==> src/rtl/wcfg_pkg.sv <==
package wcfg_pkg;
  localparam logic [7:0] REG_WIPER  = 8'h00;
  localparam logic [7:0] REG_STEP   = 8'h01;
  localparam logic [7:0] REG_CTRL   = 8'h02;
  localparam logic [7:0] REG_RECALL = 8'hAA;

  localparam logic [7:0] WIPER_FACTORY = 8'h40;
  localparam logic [7:0] STEP_FACTORY  = 8'h00;
  localparam logic [7:0] CTRL_POWERUP  = 8'h00;

  typedef enum logic [2:0] {
    ST_IDLE, ST_ADDR, ST_AACK, ST_WDATA, ST_WACK, ST_RDATA, ST_RACK
  } bus_state_e;

  // Majority vote over the first n bits of v.
  function automatic logic majority(input logic [15:0] v, input int n);
    int ones;
    ones = 0;
    for (int i = 0; i < 16; i++) begin
      if (i < n && v[i]) ones++;
    end
    return (ones * 2) > n;
  endfunction

  // Read data for a pointer value.
  function automatic logic [7:0] read_mux(input logic [7:0] addr,
                                          input logic [7:0] wiper,
                                          input logic [7:0] step,
                                          input logic [7:0] ctrl);
    case (addr)
      REG_WIPER: return wiper;
      REG_STEP:  return step;
      REG_CTRL:  return ctrl;
      default:   return 8'h00;
    endcase
  endfunction

  function automatic logic [7:0] ptr_next(input logic [7:0] p);
    return p + 8'd1;
  endfunction
endpackage

==> src/rtl/i2c_line_filter.sv <==
module i2c_line_filter import wcfg_pkg::*; #(
  parameter int TAPS = 3
) (
  input  logic clk,
  input  logic rst_n,
  input  logic raw_i,
  output logic lvl_o,
  output logic lvl_prev_o
);
  logic [1:0]      sync_q;
  logic [TAPS-1:0] hist_q;

  always_ff @(posedge clk or negedge rst_n) begin
    if (!rst_n) begin
      sync_q     <= '1;
      hist_q     <= '1;
      lvl_o      <= 1'b1;
      lvl_prev_o <= 1'b1;
    end else begin
      sync_q     <= {sync_q[0], raw_i};
      hist_q     <= {hist_q[TAPS-2:0], sync_q[1]};
      lvl_o      <= majority(16'(hist_q), TAPS);
      lvl_prev_o <= lvl_o;
    end
  end
endmodule

==> src/rtl/i2c_target_fsm.sv <==
module i2c_target_fsm import wcfg_pkg::*; #(
  parameter logic [6:0] DEV_ADDR = 7'h28
) (
  input  logic       clk,
  input  logic       rst_n,
  input  logic       scl_lvl,
  input  logic       scl_prev,
  input  logic       sda_lvl,
  input  logic       sda_prev,
  input  logic       busy,
  input  logic [7:0] rd_data,
  output logic [7:0] ptr,
  output logic       sda_pull,
  output logic       wr_stb,
  output logic [7:0] wr_addr,
  output logic [7:0] wr_data,
  output logic       start_ev,
  output logic       stop_ev,
  output logic       addr_ack
);
  bus_state_e state;
  logic [3:0] bitn;
  logic [7:0] sh;
  logic [7:0] tx;
  logic       rd_mode;
  logic       first;
  logic       nack;

  logic scl_rise, scl_fall;
  assign scl_rise = scl_lvl & ~scl_prev;
  assign scl_fall = ~scl_lvl & scl_prev;
  assign start_ev = scl_lvl & scl_prev & sda_prev & ~sda_lvl;
  assign stop_ev  = scl_lvl & scl_prev & ~sda_prev & sda_lvl;

  always_ff @(posedge clk or negedge rst_n) begin
    if (!rst_n) begin
      state    <= ST_IDLE;
      bitn     <= '0;
      sh       <= '0;
      tx       <= '0;
      rd_mode  <= 1'b0;
      first    <= 1'b0;
      nack     <= 1'b1;
      ptr      <= '0;
      sda_pull <= 1'b0;
      wr_stb   <= 1'b0;
      wr_addr  <= '0;
      wr_data  <= '0;
      addr_ack <= 1'b0;
    end else begin
      wr_stb   <= 1'b0;
      addr_ack <= 1'b0;
      if (start_ev) begin
        state    <= ST_ADDR;
        bitn     <= '0;
        sda_pull <= 1'b0;
      end else if (stop_ev) begin
        state    <= ST_IDLE;
        sda_pull <= 1'b0;
      end else begin
        case (state)
          ST_ADDR: begin
            if (scl_rise) begin
              sh   <= {sh[6:0], sda_lvl};
              bitn <= bitn + 4'd1;
            end else if (scl_fall && bitn == 4'd8) begin
              if (sh[7:1] == DEV_ADDR && !busy) begin
                state    <= ST_AACK;
                sda_pull <= 1'b1;
                rd_mode  <= sh[0];
                addr_ack <= 1'b1;
              end else begin
                state <= ST_IDLE;
              end
            end
          end
          ST_AACK: begin
            if (scl_fall) begin
              bitn <= '0;
              if (rd_mode) begin
                tx       <= rd_data;
                sda_pull <= ~rd_data[7];
                ptr      <= ptr_next(ptr);
                state    <= ST_RDATA;
              end else begin
                sda_pull <= 1'b0;
                first    <= 1'b1;
                state    <= ST_WDATA;
              end
            end
          end
          ST_WDATA: begin
            if (scl_rise) begin
              sh   <= {sh[6:0], sda_lvl};
              bitn <= bitn + 4'd1;
            end else if (scl_fall && bitn == 4'd8) begin
              sda_pull <= 1'b1;
              state    <= ST_WACK;
              if (first) begin
                ptr <= sh;
              end else begin
                wr_stb  <= 1'b1;
                wr_addr <= ptr;
                wr_data <= sh;
                ptr     <= ptr_next(ptr);
              end
            end
          end
          ST_WACK: begin
            if (scl_fall) begin
              sda_pull <= 1'b0;
              first    <= 1'b0;
              bitn     <= '0;
              state    <= ST_WDATA;
            end
          end
          ST_RDATA: begin
            if (scl_fall) begin
              if (bitn == 4'd7) begin
                sda_pull <= 1'b0;
                state    <= ST_RACK;
              end else begin
                tx       <= {tx[6:0], 1'b0};
                sda_pull <= ~tx[6];
                bitn     <= bitn + 4'd1;
              end
            end
          end
          ST_RACK: begin
            if (scl_rise) begin
              nack <= sda_lvl;
            end else if (scl_fall) begin
              if (nack) begin
                state <= ST_IDLE;
              end else begin
                tx       <= rd_data;
                sda_pull <= ~rd_data[7];
                ptr      <= ptr_next(ptr);
                bitn     <= '0;
                state    <= ST_RDATA;
              end
            end
          end
          default: state <= ST_IDLE;
        endcase
      end
    end
  end


  sda_low_phase_chk: assert property (@(posedge clk) disable iff (!rst_n)
    (scl_lvl && scl_prev) |-> $stable(sda_pull));
endmodule

==> src/rtl/wcfg_regs.sv <==
module wcfg_regs import wcfg_pkg::*; #(
  parameter int NV_BUSY_CYCLES = 2000
) (
  input  logic       clk,
  input  logic       rst_n,
  input  logic       wr_stb,
  input  logic [7:0] wr_addr,
  input  logic [7:0] wr_data,
  input  logic       start_ev,
  input  logic       stop_ev,
  output logic [7:0] wiper,
  output logic [7:0] step,
  output logic [7:0] ctrl,
  output logic       busy,
  output logic       cfg_pulse
);
  localparam int BW = $clog2(NV_BUSY_CYCLES + 1);

  logic [7:0]    nv_wiper, nv_step;
  logic [7:0]    pend_wv, pend_sv;
  logic          pend_w, pend_s;
  logic [BW-1:0] busy_cnt;

  assign busy = (busy_cnt != '0);

  always_ff @(posedge clk or negedge rst_n) begin
    if (!rst_n) begin
      nv_wiper  <= WIPER_FACTORY;
      nv_step   <= STEP_FACTORY;
      wiper     <= WIPER_FACTORY;
      step      <= STEP_FACTORY;
      ctrl      <= CTRL_POWERUP;
      pend_w    <= 1'b0;
      pend_s    <= 1'b0;
      pend_wv   <= '0;
      pend_sv   <= '0;
      busy_cnt  <= '0;
      cfg_pulse <= 1'b0;
    end else begin
      cfg_pulse <= 1'b0;
      if (stop_ev) begin
        if (pend_w) nv_wiper <= pend_wv;
        if (pend_s) nv_step  <= pend_sv;
        if (pend_w || pend_s) busy_cnt <= BW'(NV_BUSY_CYCLES);
        pend_w <= 1'b0;
        pend_s <= 1'b0;
      end else begin
        if (busy) busy_cnt <= busy_cnt - 1'b1;
        if (start_ev) begin
          pend_w <= 1'b0;
          pend_s <= 1'b0;
        end
      end
      if (wr_stb) begin
        case (wr_addr)
          REG_WIPER: begin
            wiper     <= wr_data;
            cfg_pulse <= 1'b1;
            if (!ctrl[7]) begin
              pend_w  <= 1'b1;
              pend_wv <= wr_data;
            end
          end
          REG_STEP: begin
            step      <= wr_data;
            cfg_pulse <= 1'b1;
            pend_s    <= 1'b1;
            pend_sv   <= wr_data;
          end
          REG_CTRL: begin
            ctrl      <= wr_data;
            cfg_pulse <= 1'b1;
          end
          REG_RECALL: begin
            if (wr_data[7]) begin
              wiper     <= nv_wiper;
              step      <= nv_step;
              ctrl      <= CTRL_POWERUP;
              cfg_pulse <= 1'b1;
            end
          end
          default: ;
        endcase
      end
    end
  end


  wiper_hold_chk: assert property (@(posedge clk) disable iff (!rst_n)
    !wr_stb |=> $stable(wiper));


  nv_commit_stop_chk: assert property (@(posedge clk) disable iff (!rst_n)
    !stop_ev |=> $stable(nv_wiper));


  volatile_mode_chk: assert property (@(posedge clk) disable iff (!rst_n)
    (wr_stb && wr_addr == REG_WIPER && ctrl[7]) |=> $stable(pend_w));
endmodule

==> src/rtl/wiper_cfg_i2c.sv <==
module wiper_cfg_i2c import wcfg_pkg::*; #(
  parameter logic [6:0] DEV_ADDR       = 7'h28,
  parameter int         FILT_TAPS      = 3,
  parameter int         NV_BUSY_CYCLES = 2000
) (
  input  logic       clk,
  input  logic       rst_n,
  input  logic       scl_i,
  input  logic       sda_i,
  output logic       sda_pull_o,
  output logic [7:0] wiper_o,
  output logic [7:0] step_ctl_o,
  output logic [7:0] ctrl_o,
  output logic       cfg_wr_pulse_o
);
  logic       scl_lvl, scl_prev, sda_lvl, sda_prev;
  logic       busy, wr_stb, start_ev, stop_ev, addr_ack;
  logic [7:0] ptr, wr_addr, wr_data, rd_data;

  i2c_line_filter #(.TAPS(FILT_TAPS)) u_scl_flt (
    .clk(clk), .rst_n(rst_n), .raw_i(scl_i), .lvl_o(scl_lvl), .lvl_prev_o(scl_prev));
  i2c_line_filter #(.TAPS(FILT_TAPS)) u_sda_flt (
    .clk(clk), .rst_n(rst_n), .raw_i(sda_i), .lvl_o(sda_lvl), .lvl_prev_o(sda_prev));

  assign rd_data = read_mux(ptr, wiper_o, step_ctl_o, ctrl_o);

  i2c_target_fsm #(.DEV_ADDR(DEV_ADDR)) u_fsm (
    .clk(clk), .rst_n(rst_n),
    .scl_lvl(scl_lvl), .scl_prev(scl_prev), .sda_lvl(sda_lvl), .sda_prev(sda_prev),
    .busy(busy), .rd_data(rd_data), .ptr(ptr), .sda_pull(sda_pull_o),
    .wr_stb(wr_stb), .wr_addr(wr_addr), .wr_data(wr_data),
    .start_ev(start_ev), .stop_ev(stop_ev), .addr_ack(addr_ack));

  wcfg_regs #(.NV_BUSY_CYCLES(NV_BUSY_CYCLES)) u_regs (
    .clk(clk), .rst_n(rst_n),
    .wr_stb(wr_stb), .wr_addr(wr_addr), .wr_data(wr_data),
    .start_ev(start_ev), .stop_ev(stop_ev),
    .wiper(wiper_o), .step(step_ctl_o), .ctrl(ctrl_o),
    .busy(busy), .cfg_pulse(cfg_wr_pulse_o));


  busy_nack_chk: assert property (@(posedge clk) disable iff (!rst_n)
    busy |-> !addr_ack);


  cfg_pulse_width_chk: assert property (@(posedge clk) disable iff (!rst_n)
    cfg_wr_pulse_o |=> !cfg_wr_pulse_o);
endmodule

==> config.mk <==
export PLATFORM = sky130hd
export DESIGN_NAME = wiper_cfg_i2c
export DESIGN_NICKNAME = d
export VERILOG_FILES = /design/src/rtl/wcfg_pkg.sv /design/src/rtl/i2c_line_filter.sv /design/src/rtl/i2c_target_fsm.sv /design/src/rtl/wcfg_regs.sv /design/src/rtl/wiper_cfg_i2c.sv
export SDC_FILE = /design/constraint.sdc
export NUM_CORES = 1
export LEC_CHECK = 0
export BUFFER_PORTS_ARGS = -buffer_cell sky130_fd_sc_hd__clkbuf_2
export CORE_MARGIN = 4
export CORE_UTILIZATION = 30
export CTS_CLUSTER_DIAMETER = 40
export CTS_CLUSTER_SIZE = 24
export DETAILED_ROUTE_END_ITERATION = 16
export PLACE_DENSITY = 0.48
export SYNTH_ARGS = -nofsm -noshare
export SYNTH_HDL_FRONTEND = slang
export SYNTH_HIERARCHICAL = 1
export SYNTH_SLANG_ARGS = --single-unit
==> constraint.sdc <==
create_clock -name clk -period 2.9 [get_ports clk]
set_input_delay 0.29 -clock clk [delete_from_list [all_inputs] [get_ports clk]]
set_output_delay 0.29 -clock clk [all_outputs]
set_load 0.02 [all_outputs]
==> metrics.txt <==
worst setup slack after placement 98.30 ps; Seq pwr share 0.417; CP endpoint kind flop; # Max-Cap Violations 0; R2R cell count 9; family with the most delay on the worst path simple AND/OR/NAND/NOR gates; dpl hpwl between 10000 and 15000 um; I/O Buffers 29; Largest register FFs 11; routed vias 4510; worst path arrival time 2980 ps; Crit-path slowest cell or3b_2; clk buf depth 2; most frequent cells in the layout dfrtp_1 (118), mux2_2 (71), nand2_1 (59); hold path depth 0; clk sinks roughly 140; Final WS setup a little over 200 ps; Initial Util 0.3095; combinational fraction of design power 0.209; Max VDD drop around 0.00034 V; syn_area_per_cell 11.44 um2; worst-margin pin slew roughly 780 ps; flop-to-flop setup slack between 200 and 250 ps; critical-path maximum fanout 4; clk_lat worst skew slightly above 400 ps; largest net degree at the start of global routing 81; layout cells sized above 1 0.3171; Filler cells 2094; drt first-iter violations around 190; required time of the critical path 3190 ps; status finished, final reports clean; fmax 0.3715 GHz; First-pass DRT Iterations 4; total power 5.938 mW; number of global-route vias before repair between 4k and 5k; die span in y 156.2 um; most frequent CP cell inv_1; Area Growth Syn to Fin 17.49%; Startpoint Class flop; HP Class reg2reg; H-tree lvl count 4; Detail Route Antenna Nets 0; # IOs 30; Reg with most FFs u_regs/busy_cnt; Final Wtd Congestion 0.7964; Mapped Area roughly 6600 um2; commonest non-fill, non-tap cell in the layout dfrtp_1; ant diodes 0; Die X roughly 160 um; final wirelength ~15000 um; Crit. Startpoint u_regs/busy_cnt[0]$_DFFE_PN0P_; NetSw between 1.5 and 2 mW; clock share of power 0.374; first-pass GRT wire length 24500 um; Yosys warnings 6; FP Rows 53; Layout Skew between 6 and 7 ps; Die Area 24390 um2; Final nets around 640; Cell Pwr Density 767.2 nW/um2; CORE AREA between 20000 and 25000 um2; Avg WL per Cell roughly 16 um; Mapped Cells roughly 580; initial antenna violation count 0; Via density slightly below 5; hold path start u_scl_flt/sync_q[0]$_DFF_PN1_; postcts setup bufs 0; post-route clock period utilization 0.9283; clock-pin slew on the worst setup and hold paths around 60 ps; Period minus WS final 2692 ps; syn nets about 590; Slew Limit Headroom 0.4810; root buf cell clkbuf_16; TritonCTS clock tree built; RSZ-0062 raised after global routing false; gr ovfl total 0; critical path type reg2reg; Setup-failing EPs final 0; Inserted Clock Buffers 17; worst path cell trace inv_1 -> ha_1 -> or3b_2 -> nor3_2 -> inv_1 -> nor4b_2 -> nand2_1 -> nor4_1 -> mux2_2; max-slew violations 0; Hold Vio Cnt, Final 0; CP Depth 9; reg2reg start u_regs/busy_cnt[0]$_DFFE_PN0P_; Largest stage delay, worst path roughly 500 ps; setup TNS 0 ps; Tot GR Track Use 0.1255; P_int slightly above 4 mW; Remaining DRCs 0; Pleak between 3 and 4 nW; CP bufs+invs 2; sw frac 0.3166
[power by group through the flow]
| stage | Clock [mW] | Combinational [mW] | Sequential (mW) |
|---|---|---|---|
| global placement | 0 | 1.20 | 2.49 |
| CTS | 2.29 | 1.24 | 2.48 |
| detailed placement | 0 | 1.23 | 2.51 |
| floorplan | 0 | 0.932 | 2.38 |
| global route | 2.38 | 1.42 | 2.53 |
| finish | 2.22 | 1.24 | 2.48 |
[routing by layer]
layer | vias up | share of wire | global-route usage
met2 | 73 | 0.46 | 0.1858
met1 | 2259 | 0.49 | 0.1750
met4 | 0 | 0.021 | 0.05207
li1 | 2160 | - | -
met3 | 18 | 0.031 | 0.03190
met5 | - | 0 | 0
[metrics by stage]
stage	hold slack (ps)	std cells	util	area, um2
4_1_cts	357.8	912	0.3631	7729
5_1_grt	360.6	912	0.3636	7740
2_1_floorplan	-5.591	576	-	6588
6_report	356.5	912	0.3636	7740
3_3_place_gp	346.0	877	0.3330	7088
3_5_place_dp	349.1	877	0.3330	7088
[repair_timing]
| item | in CTS | in global routing |
|---|---|---|
| resized for setup | 0 | 2 |
| endpoints found under the setup margin | 0 | 2 |
| hold buffers | 3 | 0 |
| hold endpoints to repair | 63 | 0 |
[worst paths after layout]
kind,end
min reg2reg,u_scl_flt/sync_q[1]$_DFF_PN1_
min,u_scl_flt/sync_q[1]$_DFF_PN1_
max in group asynchronous,u_fsm/ptr[6]$_DFFE_PN0P_
max,u_fsm/rd_mode$_DFFE_PN0P_
max reg2reg,u_fsm/rd_mode$_DFFE_PN0P_
min in group asynchronous,u_regs/cfg_pulse$_DFF_PN0_
[cell type report]
| type | instances | area (um2) | share of cell area |
|---|---|---|---|
| Tap cell | 275 | 344.1 | 0.04446 |
| Inverter | 25 | 93.84 | 0.01212 |
| Timing Repair Buffer | 47 | 306.5 | 0.03961 |
| Sequential cell | 135 | 3400 | 0.4392 |
| Clock inverter | 14 | 171.4 | 0.02215 |
| Multi-Input combinational cell | 398 | 2985 | 0.3857 |
| Clock buffer | 18 | 439.2 | 0.05674 |
[worst register-to-register path, stage by stage, from the launching register on]
cell and delay [ps]:
dfrtp_1 400, inv_1 70, ha_1 190, or3b_2 500, nor3_2 250, inv_1 80, nor4b_2 290, nand2_1 130
nor4_1 290, mux2_2 370
(Power assumes the default switching activity.)
